**src/rtl/fp_sb_pkg.sv**
```systemverilog
package fp_sb_pkg;
  localparam int unsigned SB_NUM_REGS = 32;
  localparam int unsigned SB_IDX_W    = $clog2(SB_NUM_REGS);

  typedef logic [SB_IDX_W-1:0] reg_idx_t;
endpackage

```
**src/rtl/sb_busy_table.sv**
```systemverilog
module sb_busy_table #(
  parameter int unsigned NUM_REGS = 32,
  localparam int unsigned IDX_W   = $clog2(NUM_REGS)
) (
  input  logic                clk,
  input  logic                rst_n,
  input  logic                set_en,
  input  logic [IDX_W-1:0]    set_idx,
  input  logic                clr_en,
  input  logic [IDX_W-1:0]    clr_idx,
  output logic [NUM_REGS-1:0] busy_q,
  output logic [NUM_REGS-1:0] busy_eff
);

  for (genvar g = 0; g < NUM_REGS; g++) begin : g_flag
    logic hit_set;
    logic hit_clr;
    assign hit_set = set_en && (set_idx == IDX_W'(g));
    assign hit_clr = clr_en && (clr_idx == IDX_W'(g));

    always_ff @(posedge clk) begin
      if (!rst_n)       busy_q[g] <= 1'b0;
      else if (hit_set) busy_q[g] <= 1'b1;
      else if (hit_clr) busy_q[g] <= 1'b0;
    end

    // early-half write-back: a clear is visible within the cycle
    assign busy_eff[g] = busy_q[g] & ~hit_clr;
  end

  // a write-back with no competing set leaves the register free
  p_clear_r6: assert property (@(posedge clk) disable iff (!rst_n)
    (clr_en && !(set_en && set_idx == clr_idx)) |=> !busy_q[$past(clr_idx)]);

  // an accepted set is visible from the next edge
  p_set_r5: assert property (@(posedge clk) disable iff (!rst_n)
    set_en |=> busy_q[$past(set_idx)]);

endmodule

```
**src/rtl/sb_hazard.sv**
```systemverilog
module sb_hazard #(
  parameter int unsigned NUM_REGS = 32,
  localparam int unsigned IDX_W   = $clog2(NUM_REGS)
) (
  input  logic [NUM_REGS-1:0] busy_eff,
  input  logic [IDX_W-1:0]    src1_idx,
  input  logic                src1_use,
  input  logic [IDX_W-1:0]    src2_idx,
  input  logic                src2_use,
  input  logic [IDX_W-1:0]    dst_idx,
  input  logic                dst_wr,
  output logic                raw_hit,
  output logic                waw_hit
);

  always_comb begin
    raw_hit = (src1_use && busy_eff[src1_idx]) ||
              (src2_use && busy_eff[src2_idx]);
    waw_hit = dst_wr && busy_eff[dst_idx];
  end

endmodule

```
**src/rtl/fp_busy_scoreboard.sv**
```systemverilog
module fp_busy_scoreboard
  import fp_sb_pkg::*;
#(
  parameter int unsigned NUM_REGS = SB_NUM_REGS,
  localparam int unsigned IDX_W   = $clog2(NUM_REGS)
) (
  input  logic             clk,
  input  logic             rst_n,
  input  logic [IDX_W-1:0] src1_idx,
  input  logic             src1_use,
  input  logic [IDX_W-1:0] src2_idx,
  input  logic             src2_use,
  input  logic [IDX_W-1:0] dst_idx,
  input  logic             dst_wr,
  input  logic             iss_fire,
  input  logic             wb_valid,
  input  logic [IDX_W-1:0] wb_idx,
  output logic             stall
);

  logic [NUM_REGS-1:0] busy_q;
  logic [NUM_REGS-1:0] busy_eff;
  logic                raw_hit;
  logic                waw_hit;
  logic                accept_set;

  assign stall      = raw_hit | waw_hit;
  assign accept_set = iss_fire & dst_wr & ~stall;

  sb_busy_table #(.NUM_REGS(NUM_REGS)) u_table (
    .clk      (clk),
    .rst_n    (rst_n),
    .set_en   (accept_set),
    .set_idx  (dst_idx),
    .clr_en   (wb_valid),
    .clr_idx  (wb_idx),
    .busy_q   (busy_q),
    .busy_eff (busy_eff)
  );

  sb_hazard #(.NUM_REGS(NUM_REGS)) u_hazard (
    .busy_eff (busy_eff),
    .src1_idx (src1_idx),
    .src1_use (src1_use),
    .src2_idx (src2_idx),
    .src2_use (src2_use),
    .dst_idx  (dst_idx),
    .dst_wr   (dst_wr),
    .raw_hit  (raw_hit),
    .waw_hit  (waw_hit)
  );

  // a used source on a pending register holds issue
  p_raw_stall_r2: assert property (@(posedge clk) disable iff (!rst_n)
    (src1_use && busy_q[src1_idx] && !(wb_valid && wb_idx == src1_idx)) |-> stall);

  // a written destination that is still owed a result holds issue
  p_waw_stall_r4: assert property (@(posedge clk) disable iff (!rst_n)
    (dst_wr && busy_q[dst_idx] && !(wb_valid && wb_idx == dst_idx)) |-> stall);

  // set beats a same-cycle clear on the same register
  p_set_wins_r7: assert property (@(posedge clk) disable iff (!rst_n)
    (iss_fire && !stall && dst_wr && wb_valid && wb_idx == dst_idx)
      |=> busy_q[$past(dst_idx)]);

  // a fire that is held back marks nothing
  p_held_fire_r8: assert property (@(posedge clk) disable iff (!rst_n)
    (iss_fire && stall && dst_wr && !busy_q[dst_idx]) |=> !busy_q[$past(dst_idx)]);

endmodule

```
**config.mk**
```make
export PLATFORM = sky130hd
export DESIGN_NAME = fp_busy_scoreboard
export DESIGN_NICKNAME = d
export VERILOG_FILES = /design/src/rtl/fp_sb_pkg.sv /design/src/rtl/sb_busy_table.sv /design/src/rtl/sb_hazard.sv /design/src/rtl/fp_busy_scoreboard.sv
export SDC_FILE = /design/constraint.sdc
export NUM_CORES = 1
export LEC_CHECK = 0
export ABC_AREA = 1
export BUFFER_PORTS_ARGS = -buffer_cell sky130_fd_sc_hd__buf_2
export CELL_PAD_IN_SITES_DETAIL_PLACEMENT = 0
export CELL_PAD_IN_SITES_GLOBAL_PLACEMENT = 2
export CORE_MARGIN = 5
export CORE_UTILIZATION = 31
export DETAILED_ROUTE_END_ITERATION = 10
export MAX_ROUTING_LAYER = met4
export PLACE_DENSITY_LB_ADDON = 0.1
export SLEW_MARGIN = 0
export SYNTH_ARGS = -nofsm -noshare
export SYNTH_HDL_FRONTEND = slang
export SYNTH_SLANG_ARGS = --single-unit
```
**constraint.sdc**
```tcl
create_clock -name clk -period 2.75 [get_ports clk]
set_clock_uncertainty 0.1 [all_clocks]
set_input_delay 0.55 -clock clk [delete_from_list [all_inputs] [get_ports clk]]
set_output_delay 0.55 -clock clk [all_outputs]
set_load 0.02 [all_outputs]
```
==> metrics.yaml, run 1 <==
synthesis.nets: 521
hold_viol: 0
ys_seq_elements: 32
cts_tree: "done"
io_pins: 28
design_area_um2: 4060
synth_top_area_cell: "nand3_1"
r2r_setup_slack_ps: 520
p_leak_nw: 1.52
p_sw_frac: 0.315
initial_core_util: 0.320
fin_crit_ps: 2730
dieArea_um2: 11100
drc: 0
cp.required_ps: 2100
max-slew-margin-rel: 0.726
hold_depth: 2
rows: 34
clock_latency_ps: 280
area_growth_pct: 43.8
setup_slack_ps: 16.8
n_antenna_cell: 0
layout_commonest_cell: "nand3_1"
reg2regPathDepth: 16
cap_violations: 0
cellInternalPower_mw: 0.933
num-fill-cells: 976
holdPathEnd: "u_table.busy_q[2]$_SDFFE_PN0P_"
dr.pass1.iters: 5
pwr-share-seq: 0.344
cp_max_fo: 4
htreeDepth: 2
layout_common_cells: "nand3_1 (135), nand2_1 (79), buf_4 (45)"
cp-end-kind: "output port"
root_buffer: "clkbuf_8"
num-nets-final: 589
die_w_um: 105
synth_top_area_frac: 0.277
syn_area_um2: 2820
grt_max_degree: 33
reg.largest.list: "u_table.busy_q (32)"
vias: 3541
wl_per_cell_um: 17.1
reg2reg_to: "u_table.busy_q[25]$_SDFFE_PN0P_"
crit_type: "in -> out"
grt_pass1_vias: 3307
synth_cell_types: 25
seq_area_frac_synth: 0.227
worstMarginPinSlew_ps: 411
p_clk_frac: 0.367
cts_sinks: 32
p_comb_frac: 0.289
max_freq_mhz: 366
drt-total-wl_um: 11500
status: "finished, final reports clean"
synthTopCellsByArea: "nand3_1 (28%), dfxtp_1 (23%), nand2_1 (15%)"
rsz0062_at_grt: "true"
die_h_um: 105
cts.path.max_buffers: 2
syn_inst: 494
antenna_found_initial: 0
antenna_left: 0
regMostFlops: "u_table.busy_q"
switching_power_mw: 0.428
startpoint_type: "input pin"
grt_pass1_wl_um: 18100
timing.final.crit_share: 0.994
io_buffers: 27
hold_path_class: "reg -> reg"
power.density_nw_per_um2: 335
register_area_um2: 641
grt_overflow: 0
place_congestion: 0.855
drive_gt1_frac: 0.346
final-setup-viol-count: 0
post-place-ws_ps: -204
drv_slew: 0
core-area_um2: 8810
drt_iter0_markers: 265
multi_input_area_um2: 2280
yosys_warnings: 0
cts.clk_slew.worst_paths_ps: 60
min_from: "u_table.busy_q[2]$_SDFFE_PN0P_"
rr_startpoint: "u_table.busy_q[11]$_SDFFE_PN0P_"
vias_per_cell: 5.28
ir_drop_mv: 0.231
dp_hpwl_um: 8890
track_usage: 0.207
cp.arrival_ps: 2080
largest_register_ffs: 32
setup_tns_ps: 0
syn_area_per_cell_um2: 5.71
numCtsBuffers: 5
place_area_um2: 3320
synth_stat cells (all sizes together):
cell	count
a21oi	39
nand4	2
nor2	61
clkbuf	11
o21ai	2
dfxtp	32
buf	12
nand2	111
nand3b	1
a21boi	3
clkinv	1
nand3	166
inv	43
or2	1
nor3	9
routing by layer:
metal	part of all wire	wire (um)	track usage	vias to the layer above
li1	-	-	-	1780
met1	0.49	5630	0.304	1628
met2	0.45	5120	0.303	117
met3	0.047	542	0.0147	16
met4	0.016	179	0.0581	0
met5	0	0	-	-
stage by stage:
step	instances	power, mW	utilization	hold slack (ps)
after floorplan	494	0.668	-	379
after global placement	650	0.780	0.377	422
after CTS	660	1.32	0.426	426
after global routing	671	1.42	0.461	434
final	671	1.36	0.461	411
after detailed placement	650	0.778	0.377	416
power groups by stage:
stage	registers (mW)	logic, mW	clock network, mW
after floorplan	0.477	0.191	0
after global placement	0.478	0.301	0
after detailed placement	0.478	0.300	0
after CTS	0.468	0.348	0.504
after global routing	0.468	0.425	0.527
final	0.468	0.394	0.499
logic make-up after synthesis:
kind of cell	share of synthesized area
AOI/OAI and AO/OA	0.0914
buffers and inverters	0.103
DFF	0.227
and+or+nand+nor	0.579
critical path, stage by stage:
cell	delay, ps
buf_6	100
nand2_4	90
clkinvlp_4	130
buf_4	180
nand2_2	90
nand2_1	110
a21oi_2	170
nand2_1	60
a21oi_1	110
nand2_1	70
nand2_1	80
nand2_2	60
nand2_2	70
nor2_4	40
inv_2	50
buf_6	100
area by class of cell:
class | instances | area share
multi-input combinational | 395 | 0.562
timing repair buffer | 83 | 0.170
sequential | 32 | 0.158
inverter | 44 | 0.0435
tap | 108 | 0.0333
clock buffer | 7 | 0.0237
clock inverter | 1 | 0.00740
timing repair inverter | 1 | 0.00185
repair_timing:
action,CTS,global route
hold buffers,0,0
buffers inserted,2,11
resized for setup,78,53
hold endpoints to repair,0,0
pin swaps,17,24
setup endpoints to repair,1,1
gates cloned,1,1
how the worst max path moves through the flow:
stage / slack, ps / to / start / cells after the start
after CTS: 1 / stall / wb_idx[0] / 16
after global routing: -100 / stall / wb_idx[1] / 17
after detailed placement: -200 / stall / wb_idx[1] / 17
after floorplan: 100 / stall / src1_idx[0] / 14
after global placement: -180 / stall / wb_idx[1] / 17
final: 20 / stall / wb_idx[4] / 16
(Power assumes the default switching activity.)
==> run 2, diff against run 1 <==
--- a/config.mk
+++ b/config.mk
@@ -5,12 +5,11 @@
 export SDC_FILE = /design/constraint.sdc
 export NUM_CORES = 1
 export LEC_CHECK = 0
-export ABC_AREA = 1
-export BUFFER_PORTS_ARGS = -buffer_cell sky130_fd_sc_hd__buf_2
+export BUFFER_PORTS_ARGS = -buffer_cell sky130_fd_sc_hd__clkbuf_2
 export CELL_PAD_IN_SITES_DETAIL_PLACEMENT = 0
 export CELL_PAD_IN_SITES_GLOBAL_PLACEMENT = 2
 export CORE_MARGIN = 5
-export CORE_UTILIZATION = 31
+export CORE_UTILIZATION = 35
 export DETAILED_ROUTE_END_ITERATION = 10
 export MAX_ROUTING_LAYER = met4
 export PLACE_DENSITY_LB_ADDON = 0.1
==> metrics.yaml, run 2 <==
status: "complete, but fails checks"
violations: "negative setup slack"
drt_iter0_markers: 342  # +29%
io_buffers: 27  # unchanged
startpoint_type: "input pin"
synth_mux_area_frac: 0.0990  # +0.0990
ir_drop_mv: 0.182  # -21%
place_congestion: 1.02  # +19%
cp-end-kind: "output port"
hold_viol: 0  # unchanged
yosys.area_share.xor_xnor: 0.0117  # +0.0117
timing.final.crit_share: 1.11  # +0.112
dieArea_um2: 10500  # -5.4%
area_growth_pct: 56.9
yosys_warnings: 0  # unchanged
cp_max_fo: 7  # +3
vias: 3947  # +11%
synthTopCellsByArea: "dfxtp_1 (21%), mux2i_1 (8.0%), o211ai_1 (5.3%)"
yosysMostFrequentCell: "nand2_1"
syn_inst: 391  # -21%
cp.buffers_inverters: 2  # -3
synth_compound_area_frac: 0.353  # +0.261
cp_cell_sequence: "buf_8, nand4bb_4, o21a_1, mux4_2, o211a_1, a41oi_4, nand4_4, buf_8"
synthAdderAreaFrac: 0  # unchanged
setup_slack_ps: -292  # -309 ps
synth_top_area_frac: 0.214  # -0.0629
root_buffer: "clkbuf_8"
worstMarginPinSlew_ps: 760  # +349 ps
grtUsageMet2: 0.424  # +0.121
holdBufCountCts: 0  # unchanged
ys.flop_type: "dfxtp_1"
synthesis.nets: 418  # -20%
stdcell_count: 622  # -7.3%
syn_area_per_cell_um2: 7.66  # +34%
ys_seq_elements: 32  # unchanged
n_antenna_cell: 0  # unchanged
grt_max_degree: 33  # unchanged
vias_per_cell: 6.35  # +20%
synth_cell_types: 61  # +140%
core-area_um2: 8260  # -6.2%
synthSimpleGateAreaFrac: 0.251  # -0.328
max_freq_mhz: 329  # -10%
fin_crit_ps: 3040  # +309 ps
cp.required_ps: 2100  # about the same
hold_path_class: "reg -> reg"
cap_violations: 0  # unchanged
numCtsBuffers: 5  # unchanged
final-setup-viol-count: 5  # +5
num-fill-cells: 784  # -20%
clock_latency_ps: 290  # about the same
dr.pass1.iters: 5  # unchanged
finish.utilization: 0.569  # +0.108
reg.largest.list: "u_table.busy_q (32)"
layout_common_cells: "buf_4 (120), nand2_1 (35), dfxtp_1 (32)"
drt-total-wl_um: 14100  # +23%
crit_path_top_delay_cell: "mux4_2"
dp_cells: 604  # -7.1%
gr-max-usage-layer: "met2"
cp.arrival_ps: 2390  # +310 ps
crit_type: "in -> out"
htreeDepth: 2  # unchanged
die_w_um: 103  # -2.7%
max-slew-margin-rel: 0.492  # -0.234
io_pins: 28  # unchanged
async_flop_share: 0  # unchanged
grt_pass1_wl_um: 21300  # +18%
crit_family: "compound AO/OA/AOI/OAI gates"
track_usage: 0.274  # +0.0671
grt_pass1_vias: 3823  # +16%
die_h_um: 103  # -2.7%
dp_hpwl_um: 10500  # +19%
seq_area_frac_synth: 0.214  # -0.0132
power.density_nw_per_um2: 285  # -15%
syn_area_um2: 3000  # +6.2%
antenna_left: 0  # unchanged
design_area_um2: 4700  # +16%
num-nets-final: 543  # -7.8%
met1_usage: 0.371  # +0.0668
rsz0062_at_grt: "true"
grt_use_met3: 0.0244  # +0.00969
drv_slew: 0  # unchanged
p_leak_nw: 1.86  # +22%
cts_tree: "done"
synth_top_area_cell: "dfxtp_1"
antenna_found_initial: 0  # unchanged
rows: 33  # -2.9%
synth_common_cells: "nand2_1 (35), dfxtp_1 (32), mux2i_1 (24)"
synth_top_family_by_area: "compound AO/OA/AOI/OAI gates"
largest_register_ffs: 32  # unchanged
critical-path-max-stage-delay_ps: 460  # +280 ps
cp_common_cell: "buf_8"
cts_sinks: 32  # unchanged
wl_per_cell_um: 22.7  # +33%
drive_gt1_frac: 0.433  # +0.0869
layout_commonest_cell: "buf_4"
grt_overflow: 0  # unchanged
regMostFlops: "u_table.busy_q"
synth_edf_count: 0  # unchanged
place_area_um2: 4010  # +21%
drc: 0  # unchanged
cts.clk_slew.worst_paths_ps: 70  # about the same
cts.path.max_buffers: 2  # unchanged
initial_core_util: 0.363  # +0.0423
run 2: changes by cell type in the layout (fill, tap and decap cells not counted), moves of 14 or more:
cell	previous run	this run
a21oi_1	28	9
a311oi_1	0	14
buf_2	20	0
buf_4	45	120
clkbuf_2	0	18
inv_1	36	10
mux2i_1	0	24
nand2_1	79	35
nand2_2	26	0
nand3_1	135	22
nand3_2	22	0
nor2_1	43	11
o211ai_1	0	21
o21ai_0	0	16
run 2: stage by stage:
stage / power, mW / TNS, ps / setup WS [ps] / hold WS (ps)
floorplan: 0.669 / -149 / -149 / 370
global placement: 0.858 / -11470 / -476 / 430
detailed placement: 0.855 / -11360 / -457 / 425
CTS: 1.25 / -439 / -339 / 437
global route: 1.38 / -2090 / -368 / 480
finish: 1.34 / -469 / -292 / 441
run 2: cell type report:
cell class	instances	area, um2	area share
multi-input cells	309	2540	0.540
repair buffers	157	1250	0.267
flip-flops and latches	32	641	0.136
well taps	105	131	0.0280
clock buffers	6	82.6	0.0176
inverters	11	41.3	0.00879
clock inverters	2	10.0	0.00213
run 2: cell families (layout without fill, tap and decap cells):
family | after synthesis | after routing
xor gates and xnor gates | 4 | 4
AOI/OAI and AO/OA | 145 | 145
DFF | 32 | 32
muxes | 28 | 28
and+or+nand+nor | 132 | 132
buffers and inverters | 50 | 176
run 2: tightest hold or removal path, delay by kind of cell (launching register included):
family | cells | cell delay [ps]
and+or+nand+nor | 1 | 80
AOI/OAI and AO/OA | 1 | 70
DFF | 1 | 350
run 2: final timing paths:
path	endpoint	cells past startpoint	slack (ps)	from
worst min-delay path	u_table.busy_q[6]$_SDFFE_PN0P_	2	440	u_table.busy_q[6]$_SDFFE_PN0P_
worst max-delay path	stall	8	-290	wb_idx[2]
worst max register to register	u_table.busy_q[11]$_SDFFE_PN0P_	10	230	u_table.busy_q[12]$_SDFFE_PN0P_
worst min register to register	u_table.busy_q[6]$_SDFFE_PN0P_	2	440	u_table.busy_q[6]$_SDFFE_PN0P_
run 2: layer usage:
layer,share of wire,up-vias
met1,0.45,1921
met2,0.45,192
met3,0.061,45
met4,0.039,0
met5,0,-
li1,-,1789
run 2: where the power goes:
part / internal [mW] / switching (mW) / total (mW) / leakage [nW]
Sequential: 0.466 / 0.00384 / 0.470 / 0.258
Clock: 0.200 / 0.182 / 0.381 / 0.0510
Combinational: 0.215 / 0.272 / 0.487 / 1.55
run 2: repair_timing:
action                     CTS  global route
gates cloned                 1             1
setup buffers                3             6
setup endpoints to repair   24            33
gates resized for setup     29            77
pin swaps                    7            19
